### src/rtl/tlpwm_pkg.sv
package tlpwm_pkg;

    // Default sizing: carrier half period 2**FRAC clocks, which is also 1.0 of c
    parameter int FRAC_DEF    = 8;
    parameter int VIN_W_DEF   = 12;
    parameter int SLOPE_W_DEF = 16;
    parameter int SLOPE_F_DEF = 12;

    typedef enum logic {
        RAMP_UP = 1'b0,
        RAMP_DN = 1'b1
    } ramp_t;

    typedef struct packed {
        logic q4;
        logic q3;
        logic q2;
        logic q1;
    } gates_t;

    // Carrier in normalised form is s = (2*u - half)/half, and c is c_q/half.
    // q1: s >  c/2    q2: s >  c    q3: s < -c    q4: s < -c/2
    function automatic gates_t gate_decide(input int u, input int c_q, input int half);
        gates_t g;
        g.q1 = (4 * u) > (2 * half + c_q);
        g.q2 = (2 * u) > (half + c_q);
        g.q3 = (2 * u + c_q) < half;
        g.q4 = (4 * u + c_q) < (2 * half);
        return g;
    endfunction

endpackage

### src/rtl/tlpwm_carrier.sv
module tlpwm_carrier
    import tlpwm_pkg::*;
#(
    parameter int FRAC = FRAC_DEF
) (
    input  logic              clk,
    input  logic              rst,
    output logic [FRAC:0]     cnt_o,
    output logic              at_end_o,
    output logic              peak_o
);
    localparam int          HALF  = 1 << FRAC;
    localparam int          CNT_W = FRAC + 1;
    localparam logic [FRAC:0] TOP  = CNT_W'(HALF);

    ramp_t dir;

    always_ff @(posedge clk) begin
        if (rst) begin
            cnt_o  <= '0;
            dir    <= RAMP_UP;
            peak_o <= 1'b0;
        end else begin
            peak_o <= (cnt_o == TOP);
            if (dir == RAMP_UP) begin
                cnt_o <= cnt_o + 1'b1;
                if (cnt_o == TOP - 1'b1) dir <= RAMP_DN;
            end else begin
                cnt_o <= cnt_o - 1'b1;
                if (cnt_o == CNT_W'(1)) dir <= RAMP_UP;
            end
        end
    end

    assign at_end_o = (cnt_o == '0) || (cnt_o == TOP);

    // carrier moves one step every clock and never leaves 0..HALF
    a_r2_unit_step: assert property (@(posedge clk) disable iff (rst)
        !rst |=> ((cnt_o == $past(cnt_o) + 1'b1) || (cnt_o == $past(cnt_o) - 1'b1)));
    a_r2_in_range: assert property (@(posedge clk) disable iff (rst)
        cnt_o <= TOP);
    a_r2_single_strobe: assert property (@(posedge clk) disable iff (rst)
        peak_o |=> !peak_o);

endmodule

### src/rtl/tlpwm_ffwd.sv
module tlpwm_ffwd
    import tlpwm_pkg::*;
#(
    parameter int FRAC    = FRAC_DEF,
    parameter int VIN_W   = VIN_W_DEF,
    parameter int SLOPE_W = SLOPE_W_DEF,
    parameter int SLOPE_F = SLOPE_F_DEF
) (
    input  logic                 clk,
    input  logic                 rst,
    input  logic [VIN_W-1:0]     vin_i,
    input  logic                 vin_valid_i,
    input  logic [SLOPE_W-1:0]   slope_i,
    input  logic [FRAC+2:0]      offset_i,
    output logic [FRAC:0]        c_o
);
    localparam int HALF   = 1 << FRAC;
    localparam int CTL_W  = FRAC + 1;
    localparam int PROD_W = SLOPE_W + VIN_W + 1;
    localparam int SUM_W  = ((PROD_W > FRAC + 3) ? PROD_W : FRAC + 3) + 1;

    logic signed [PROD_W-1:0] prod;
    logic signed [SUM_W-1:0]  sum;
    logic        [CTL_W-1:0]  c_nxt;

    always_comb begin
        prod = PROD_W'($signed(slope_i)) * $signed({{(PROD_W-VIN_W){1'b0}}, vin_i});
        sum  = SUM_W'(prod >>> SLOPE_F) + SUM_W'($signed(offset_i));
        if (sum < 0)
            c_nxt = '0;
        else if (sum > $signed(SUM_W'(HALF)))
            c_nxt = CTL_W'(HALF);
        else
            c_nxt = sum[CTL_W-1:0];
    end

    always_ff @(posedge clk) begin
        if (rst)
            c_o <= CTL_W'(HALF);
        else if (vin_valid_i)
            c_o <= c_nxt;
    end

    // without a strobe the pending control holds
    a_r9_hold_without_strobe: assert property (@(posedge clk) disable iff (rst)
        !vin_valid_i |=> $stable(c_o));
    // pending control never leaves 0..1.0
    a_r8_saturated: assert property (@(posedge clk) disable iff (rst)
        c_o <= CTL_W'(HALF));

endmodule

### src/rtl/tlpwm_gates.sv
module tlpwm_gates
    import tlpwm_pkg::*;
#(
    parameter int FRAC = FRAC_DEF
) (
    input  logic          clk,
    input  logic          rst,
    input  logic [FRAC:0] cnt_i,
    input  logic          at_end_i,
    input  logic [FRAC:0] c_pend_i,
    output gates_t        gates_o
);
    localparam int HALF  = 1 << FRAC;
    localparam int CTL_W = FRAC + 1;

    logic [FRAC:0] c_act;

    always_ff @(posedge clk) begin
        if (rst) begin
            c_act   <= CTL_W'(HALF);
            gates_o <= '0;
        end else begin
            if (at_end_i) c_act <= c_pend_i;
            gates_o <= gate_decide(int'(cnt_i), int'(c_act), HALF);
        end
    end

    // gates are low right after a reset clock
    a_r1_gates_low: assert property (@(posedge clk)
        $past(rst) |-> (gates_o == '0));
    // the two gates of a pair never conduct together
    a_r5_pair14_apart: assert property (@(posedge clk) disable iff (rst)
        !(gates_o.q1 && gates_o.q4));
    a_r5_pair23_apart: assert property (@(posedge clk) disable iff (rst)
        !(gates_o.q2 && gates_o.q3));
    // inner pulse lies within the outer pulse
    a_r6_nest_2in1: assert property (@(posedge clk) disable iff (rst)
        gates_o.q2 |-> gates_o.q1);
    a_r6_nest_3in4: assert property (@(posedge clk) disable iff (rst)
        gates_o.q3 |-> gates_o.q4);
    // applied control changes only after a turning point
    a_r10_turn_only: assert property (@(posedge clk) disable iff (rst)
        (c_act != $past(c_act)) |-> $past(at_end_i));

endmodule

### src/rtl/tlpwm_gen.sv
module tlpwm_gen
    import tlpwm_pkg::*;
#(
    parameter int FRAC    = FRAC_DEF,
    parameter int VIN_W   = VIN_W_DEF,
    parameter int SLOPE_W = SLOPE_W_DEF,
    parameter int SLOPE_F = SLOPE_F_DEF
) (
    input  logic               clk,
    input  logic               rst,
    input  logic [VIN_W-1:0]   vin_i,
    input  logic               vin_valid_i,
    input  logic [SLOPE_W-1:0] slope_i,
    input  logic [FRAC+2:0]    offset_i,
    output logic [3:0]         gate_o,
    output logic               peak_o
);
    logic [FRAC:0] cnt;
    logic          at_end;
    logic [FRAC:0] c_pend;
    gates_t        gates;

    tlpwm_carrier #(.FRAC(FRAC)) u_carrier (
        .clk      (clk),
        .rst      (rst),
        .cnt_o    (cnt),
        .at_end_o (at_end),
        .peak_o   (peak_o)
    );

    tlpwm_ffwd #(
        .FRAC    (FRAC),
        .VIN_W   (VIN_W),
        .SLOPE_W (SLOPE_W),
        .SLOPE_F (SLOPE_F)
    ) u_ffwd (
        .clk         (clk),
        .rst         (rst),
        .vin_i       (vin_i),
        .vin_valid_i (vin_valid_i),
        .slope_i     (slope_i),
        .offset_i    (offset_i),
        .c_o         (c_pend)
    );

    tlpwm_gates #(.FRAC(FRAC)) u_gates (
        .clk      (clk),
        .rst      (rst),
        .cnt_i    (cnt),
        .at_end_i (at_end),
        .c_pend_i (c_pend),
        .gates_o  (gates)
    );

    assign gate_o = {gates.q4, gates.q3, gates.q2, gates.q1};

endmodule

### config.mk
export PLATFORM = sky130hd
export DESIGN_NAME = tlpwm_gen
export DESIGN_NICKNAME = d
export VERILOG_FILES = /design/src/rtl/tlpwm_pkg.sv /design/src/rtl/tlpwm_carrier.sv /design/src/rtl/tlpwm_ffwd.sv /design/src/rtl/tlpwm_gates.sv /design/src/rtl/tlpwm_gen.sv
export SDC_FILE = /design/constraint.sdc
export NUM_CORES = 1
export LEC_CHECK = 0
export ABC_AREA = 1
export BUFFER_PORTS_ARGS = -buffer_cell sky130_fd_sc_hd__clkbuf_2
export CORE_MARGIN = 5
export CORE_UTILIZATION = 66
export DETAILED_ROUTE_END_ITERATION = 10
export MAX_ROUTING_LAYER = met4
export PLACE_DENSITY = 0.95
export SLEW_MARGIN = 15
export SYNTH_ARGS = -nofsm -noshare
export SYNTH_HDL_FRONTEND = slang
export SYNTH_HIERARCHICAL = 1
export SYNTH_SLANG_ARGS = --single-unit
### constraint.sdc
create_clock -name clk -period 8.76 [get_ports clk]
set_input_delay 0.438 -clock clk [delete_from_list [all_inputs] [get_ports clk]]
set_output_delay 0.438 -clock clk [all_outputs]
set_load 0.05 [all_outputs]
== Word-level counts from Yosys, hierarchy flattened ==
Index checks and enable logic that the tools add are counted.

* Memories: 0
* Word-level logic and storage cells: 34
* Bits in read-only memories: 0
* Register bits: 33
* Input bits: 42
* Output and inout port bits: 5
* Bits in latches: 0
* RAM bits: 0

* Shifts and indexed selects: 0
* Bitwise logic cells: 0
* Order comparisons: 6
* Divide/modulo/power cells: 0
* Add/sub/neg operators: 7
* Mux-type cells: 6
* Reduce and logical (&&, ||, !) cells: 2
* Eq/ne operators: 3
* Multipliers: 1

{| class="wikitable"
|+ Operator list
! cell !! count
|-
| 11-bit by 32-bit greater-than comparator with 1-bit output || 1
|-
| 12-bit by 32-bit greater-than comparator with 1-bit output || 1
|-
| 32-bit by 10-bit < comparator with 1-bit output (second input constant) || 1
|-
| 32-bit by 11-bit < comparator with 1-bit output (second input constant) || 1
|-
| 16-bit by 13-bit multiplier with 29-bit output || 1
|-
| 9-bit two-way mux || 3
|-
| 17-bit by 11-bit adder with 18-bit output || 1
|-
| 18-bit by 10-bit greater-than comparator with 1-bit output (second input constant) || 1
|-
| 18-bit by 1-bit < comparator with 1-bit output (second input constant) || 1
|-
| 11-bit by 9-bit adder with 12-bit output || 1
|-
| 10-bit by 9-bit adder with 11-bit output || 1
|-
| 10-bit by 9-bit adder with 11-bit output (first input constant) || 1
|-
| 9-bit by 9-bit adder with 10-bit output (first input constant) || 1
|-
| 9-bit by 1-bit adder with 9-bit output (second input constant) || 1
|-
| 9-bit by 1-bit equality test with 1-bit output (second input constant) || 1
|-
| 9-bit by 8-bit equality test with 1-bit output (second input constant) || 1
|-
| 9-bit equality test (second input constant) || 1
|-
| 9-bit logical NOT || 1
|-
| 9-bit by 1-bit subtractor with 9-bit output (second input constant) || 1
|-
| 1-bit two-way mux || 3
|-
| 1-bit logical OR || 1
|}

== Logic depth before layout (Yosys ltp) ==
Gate-level depths: netlist of the first run.

* Depth after elaboration: 5
* Depth in mapped cells: 38
* Mapped depth without buffers: 36

== Cells and area by module ==
The synthesis of the first run kept the hierarchy.

{| class="wikitable"
|+ Modules (own cells, without submodules)
! module !! seq. area each (sq um) !! area each (sq um) !! instances !! cells each
|-
| tlpwm_ffwd || 180.2 || 8984.9 || 1 || 1261
|-
| tlpwm_gates || 260.2 || 1316.3 || 1 || 190
|-
| tlpwm_carrier || 220.2 || 665.6 || 1 || 94
|}

== Worst setup path before layout of the first run ==
OpenSTA, ideal clock, no wires.

* Path type: in2reg
* Start: input vin_i[3]
* End: register u_ffwd.c_o[0]
* Path buffers: 2
* Setup time: 70 ps
* Required time: 8690 ps
* Path slack: 1989 ps
* Stages: 31
* Arrival: 6701 ps
* Path through: clkbuf_1 -> clkbuf_1 -> nand2_1 -> inv_1 -> fa_1 -> inv_1 -> fa_1 -> inv_1 -> fa_1 -> inv_1 -> fa_1 -> inv_1 -> fa_1 -> ha_1 -> inv_1 -> nor3_1 -> nand2_1 -> nor4_1 -> o21ai_0 -> nand2_1 -> nand2_1 -> nand2_1 -> inv_1 -> ha_1 -> nand2_1 -> o21ai_0 -> a21oi_1 -> nand3_1 -> a21oi_2 -> nand4_1 -> a21oi_1

* Cells in the longest elaborated chain, start to end: 5
* Elaborated cells between the ends (all ways): 6
* Those cells by class: 1 x add/sub; 1 x mul; 2 x order compare; 2 x mux

{| class="wikitable"
|+ RTL lines
! item !! line !! source
|-
| start: declaration || tlpwm_gen.sv:11 || <nowiki>input logic [VIN_W-1:0] vin_i,</nowiki>
|-
| 16-bit by 13-bit multiplier with 29-bit output (*) || tlpwm_ffwd.sv:27 || <nowiki>prod = PROD_W'($signed(slope_i)) * $signed({{(PROD_W-VIN_W){1'b0}}, vin_i});</nowiki>
|-
| 17-bit by 11-bit adder with 18-bit output (*) || tlpwm_ffwd.sv:28 || <nowiki>sum = SUM_W'(prod >>> SLOPE_F) + SUM_W'($signed(offset_i));</nowiki>
|-
| 18-bit by 10-bit greater-than comparator with 1-bit output || tlpwm_ffwd.sv:31 || <nowiki>else if (sum > $signed(SUM_W'(HALF)))</nowiki>
|-
| 9-bit two-way mux || tlpwm_ffwd.sv:31 ||
|-
| 9-bit two-way mux (*) || tlpwm_ffwd.sv:29 || <nowiki>if (sum < 0)</nowiki>
|-
| end signal: assignment || tlpwm_ffwd.sv:39 || <nowiki>c_o <= CTL_W'(HALF);</nowiki>
|-
| end signal: assignment || tlpwm_ffwd.sv:41 || <nowiki>c_o <= c_nxt;</nowiki>
|-
| end: declaration || tlpwm_ffwd.sv:15 || <nowiki>output logic [FRAC:0] c_o</nowiki>
|}

Mark *: on every way between the ends. The rest lies on a longest branch, timed or not.
A chain may end at the register's enable or synchronous reset.

== Final worst setup path of the first run ==
* Start: input vin_i[2]
* End: register u_ffwd.c_o[6]

Same word-level chain as after synthesis.

==> results of run 1 <==
## layer usage
layer	share of wire	track usage	vias to the layer above
met5	0	-	-
met4	0.051	0.132	0
met3	0.076	0.0345	140
met2	0.51	0.524	573
met1	0.37	0.345	4736
li1	-	-	4581
## worst max-delay path by stage
| stage | startpoint | cells past startpoint | slack, ns | to |
|---|---|---|---|---|
| after floorplan | vin_i[3] | 31 | 1.99 | u_ffwd/c_o[0] |
| final | vin_i[2] | 30 | 1.54 | u_ffwd/c_o[6] |
| after global routing | vin_i[2] | 30 | 0.85 | u_ffwd/c_o[7] |
| after CTS | vin_i[2] | 30 | 1.59 | u_ffwd/c_o[6] |
| after detailed placement | vin_i[2] | 30 | 1.33 | u_ffwd/c_o[6] |
| after global placement | vin_i[1] | 26 | 1.46 | u_ffwd/c_o[6] |
## cell families after synthesis
family / count (synthesis)
adders and majority gates: 293
xor gates and xnor gates: 24
and+or+nand+nor: 583
buffers and inverters: 469
AOI/OAI and AO/OA: 143
DFF: 33
## flip-flops by register name (all words and copies together) (netlist names)
register          flops
u_carrier/peak_o      1
u_carrier/dir         1
u_gates/c_act         9
u_carrier/cnt_o       9
u_gates/gates_o       4
u_ffwd/c_o            9
## through the flow
stage	hold slack, ns	area [um^2]	cells	util
final	0.417	11500	1777	0.698
after global routing	0.433	11500	1777	0.698
after CTS	0.417	11500	1777	0.698
after detailed placement	0.457	11300	1769	0.687
after global placement	0.455	11300	1769	0.687
after floorplan	0.432	11000	1545	-
## synth_stat cells, types with 13 or more instances
library cell,instances,area (um^2)
a21oi_1,78,390
clkbuf_1,38,143
dfxtp_1,33,661
fa_1,178,3560
ha_1,115,1440
inv_1,412,1550
inv_2,13,48.8
nand2_1,381,1430
nand2_2,21,131
nand3_1,50,250
nand4_1,15,93.8
nor2_1,67,251
nor3_1,13,65.1
o21ai_0,34,170
## cell type report
cell class,instances,area share
Inverter,427,0.140
Timing Repair Buffer,46,0.0200
Clock buffer,6,0.0121
Tap cell,220,0.0240
Clock inverter,2,0.00327
Multi-Input combinational cell,1043,0.744
Sequential cell,33,0.0575
## worst max-delay path: cells and delay by family
| kind | cells | cell delay [ns] |
|---|---|---|
| buf+inv | 8 | 0.94 |
| compound gates | 6 | 1.09 |
| fa+ha+maj | 7 | 3.71 |
| simple gates | 9 | 1.22 |
## cells in the final DEF, fill, tap and decap left out, drive strengths merged
cell        n
nand3      58
nor4        5
a221oi      1
o21a        6
o21ai      37
xor2       12
nor2       79
o211ai      1
dfxtp      33
clkbuf     52
o211a       1
nand4      15
ha        115
xnor2      12
a21o        3
or2         2
inv       425
o21bai      3
nand3b      4
clkinv      2
nand2     403
clkinvlp    1
a211oi      1
fa        178
a21oi      86
a21boi      1
a31oi       3
nor3       17
bufinv      1
==> flow_summary.json, run 1 <==
{
  "n_fill_cell": 1270,
  "layout-drive-gt1-share": 0.0796,
  "syn_nets": 1880,
  "die_w_um": 139,
  "cts_hold_buf": 0,
  "rows": 47,
  "outcome": "finished with violations",
  "cts_made_buffers": 5,
  "fmax_mhz": 138,
  "finClkSkew_ns": 0.00465,
  "finalCriticalPeriod_ns": 7.22,
  "grt-ovfl-total": 0,
  "start_util": 0.666,
  "cap_violations": 0,
  "reg2reg_depth": 8,
  "hold_violations": 0,
  "post-place-ws_ns": 1.33,
  "syn_area_per_cell_um2": 7.10,
  "fin_crit_sh": 0.825,
  "clock_latency_ns": 0.28,
  "via_per_inst": 5.64,
  "rsz0062_at_grt": "false",
  "synth_top_family_by_area": "adder cells",
  "synthXorXnorAreaFrac": 0.0192,
  "pin_count": 47,
  "cts_tree": "yes",
  "finish.net_count": 1891,
  "die-height_um": 139,
  "reg2reg_slack_ns": 6.84,
  "rr_startpoint": "u_carrier/cnt_o[2]",
  "synth_simple_gate_area_frac": 0.230,
  "synth-main-ff-cell": "dfxtp_1",
  "hold_start": "vin_valid_i",
  "post-cts-setup-buffer-count": 0,
  "track_usage": 0.298,
  "cts_resized": 0,
  "place_congestion": 0.997,
  "arrival_ns": 7.43,
  "violations": "design-rule violations",
  "multi_input_area_um2": 8540,
  "drv_slew": 0,
  "hpwl_mm": 22.7,
  "wire_per_inst_um": 15.5,
  "ys_seq_area_frac": 0.0602,
  "final_antenna_net_count": 0,
  "worstSetupStartpointType": "input pin",
  "grt_max_degree": 18,
  "tns_ns": 0,
  "synth_cell_type_count": 43,
  "synthToLayoutAreaGrowth_pct": 4.76,
  "dr.pass1.iters": 11,
  "regArea_um2": 661,
  "clk_path_buf_depth": 2,
  "critPathCaptureType": "register",
  "whs_endpoint": "u_ffwd/c_o[8]",
  "synth-compound-area-share": 0.0736,
  "dieArea_um2": 19300,
  "htreeDepth": 2,
  "synthArstFlopShare": 0,
  "post-route-drc-count": 1,
  "cp_slowest_cell": "fa_1",
  "grt_pass1_wl_mm": 47.2,
  "port_buffers": 46,
  "synth-adder-area-share": 0.456,
  "max_slew_margin": 0.667,
  "critPathRequiredTime_ns": 8.96,
  "yosys_warnings": 6,
  "setup_violations": 0,
  "tightest_slew_ns": 0.500,
  "grt_antenna_before_repair": 0,
  "r2r-end": "u_gates/c_act[7]",
  "min_path_type": "in -> reg",
  "syn_area_um2": 11000,
  "synth_edf_count": 0,
  "drt-total-wl_mm": 27.5,
  "antenna_cells": 0,
  "crit_path_frequent_cell": "inv_1",
  "clkSinkCount": 33,
  "synth_mux_area_frac": 0,
  "min_path_cells": 3,
  "ctsRootBufferMaster": "clkbuf_16",
  "path_clk_slew_ns": 0.05,
  "coreArea_um2": 16500,
  "setup_ws_ns": 1.54,
  "slowest_delay_ns": 0.80,
  "crit_fanout": 16,
  "grt_pass1_vias": 10605,
  "synthCells": 1545,
  "synth-seq-cells": 33,
  "drt_iter0_markers": 992,
  "criticalPathCategory": "in -> reg",
  "num_vias": 10030
}
Power of run 1 is left out: the tool's default activity adds up to more than one toggle a clock period on the data nets, which glitch-free logic cannot reach.
==> inputs of run 2 (changes only) <==
- CORE_UTILIZATION: 66 -> 59
- PLACE_DENSITY: 0.95 -> 0.91
- clock period: 8.76 -> 5.9 ns (I/O delays scaled with it)
==> flow_summary.json, run 2 (synthesis gave the netlist of run 1 again) <==
{
  "finalCriticalPeriod_ns": 6.79,
  "path_buf_inv": 5,
  "antenna_cells": 0,
  "clk_path_buf_depth": 2,
  "finClkSkew_ns": 0.00522,
  "tns_ns": -7.65,
  "track_usage": 0.321,
  "clkSinkCount": 33,
  "hold_violations": 0,
  "die-height_um": 146,
  "num_vias": 12230,
  "htreeDepth": 2,
  "crit_path_frequent_cell": "fa_1",
  "grt_antenna_before_repair": 0,
  "port_buffers": 46,
  "crit_fanout": 15,
  "regArea_um2": 661,
  "finish.net_count": 2087,
  "fmax_mhz": 147,
  "layout-drive-gt1-share": 0.310,
  "grt_max_degree": 18,
  "multi_input_area_um2": 9720,
  "synthToLayoutAreaGrowth_pct": 31.2,
  "slowest_delay_ns": 0.58,
  "critPathRequiredTime_ns": 6.11,
  "most-common-layout-cells": "inv_1, nand2_1, buf_4, fa_1, ha_1",
  "ctsRootBufferMaster": "clkbuf_16",
  "setup_violations": 9,
  "cts_made_buffers": 5,
  "via_per_inst": 6.17,
  "place_congestion": 0.971,
  "max_slew_margin": 0.659,
  "wire_per_inst_um": 21.5,
  "rsz0062_at_grt": "true",
  "drt_iter0_markers": 1524,
  "path_clk_slew_ns": 0.06,
  "dieArea_um2": 21400,
  "fin_crit_sh": 1.15,
  "reg2reg_slack_ns": 3.87,
  "critPathCaptureType": "register",
  "die_w_um": 146,
  "drt-total-wl_mm": 42.5,
  "reg_top3": "u_carrier/cnt_o x9, u_ffwd/c_o x9, u_gates/c_act x9",
  "dr.pass1.iters": 7,
  "outcome": "finished with violations",
  "cp_slowest_cell": "fa_1",
  "criticalPathCategory": "in -> reg",
  "drv_slew": 0,
  "arrival_ns": 7.00,
  "pin_count": 47,
  "coreArea_um2": 18100,
  "cap_violations": 0,
  "setup_ws_ns": -0.893,
  "hpwl_mm": 25.2,
  "clock_latency_ns": 0.28,
  "n_fill_cell": 996,
  "crit_family": "adder cells",
  "min_path_type": "in -> reg",
  "start_util": 0.604,
  "post-route-drc-count": 0,
  "grt_pass1_vias": 11954,
  "cts_tree": "yes",
  "worstSetupStartpointType": "input pin",
  "tightest_slew_ns": 0.511,
  "grt_pass1_wl_mm": 55.0,
  "layout_commonest_cell": "inv_1",
  "violations": "negative setup slack",
  "final_antenna_net_count": 0,
  "grt-ovfl-total": 0,
  "rows": 49
}
-- run 2: cell types whose count changed in the layout (fill, tap and decap cells not counted), moves of 27 or more --
cell and change:
ha_1 -28, inv_2 +38, ha_4 +27, a21oi_1 -29, inv_1 -40, nand2_2 +43, nand2_1 -61, buf_4 +187
-- run 2: final timing paths --
check	start	end	cells past startpoint
worst max-delay path	vin_i[9]	u_ffwd/c_o[3]	29
worst max register to register	u_carrier/cnt_o[2]	u_gates/c_act[3]	8
worst min-delay path	vin_valid_i	u_ffwd/c_o[8]	3
worst min register to register	u_ffwd/c_o[4]	u_ffwd/c_o[4]	2
-- run 2: layout make-up --
class / count / share of cell area
Timing Repair Buffer: 242 / 0.135
Clock inverter: 3 / 0.00322
Tap cell: 229 / 0.0199
Sequential cell: 33 / 0.0459
Inverter: 427 / 0.112
Multi-Input combinational cell: 1043 / 0.676
Clock buffer: 5 / 0.00869
-- run 2: repair_timing --
item	CTS	global route
gates cloned	1	0
pin swaps	104	147
hold buffers	0	0
setup endpoints to repair	9	9
setup buffers	19	15
resized for setup	129	168
-- run 2: per-layer routing --
| metal | vias to the layer above | global-route usage | wire (um) | part of all wire |
|---|---|---|---|---|
| li1 | 4974 | - | - | - |
| met1 | 5636 | 0.355 | 13400 | 0.32 |
| met2 | 1138 | 0.564 | 19900 | 0.47 |
| met3 | 482 | 0.0431 | 4650 | 0.11 |
| met4 | 0 | 0.167 | 4530 | 0.11 |
| met5 | - | - | 0 | 0 |
-- run 2: worst min-delay path, cell delays in order --
cell and delay (ns):
clkbuf_2 0.09, nand3_1 0.07, nand2_1 0.05
-- run 2: metrics by stage --
step	cell area, um^2	hold slack [ns]	setup slack, ns	instances	util
after floorplan	11200	0.362	-0.154	1545	-
after global placement	12700	0.453	-0.706	1940	0.702
after detailed placement	12700	0.454	-0.858	1940	0.702
after CTS	13700	0.250	-0.277	1968	0.752
after global routing	14400	0.260	-1.04	1982	0.793
final	14400	0.254	-0.893	1982	0.793
Power of run 2 is left out for the same reason.
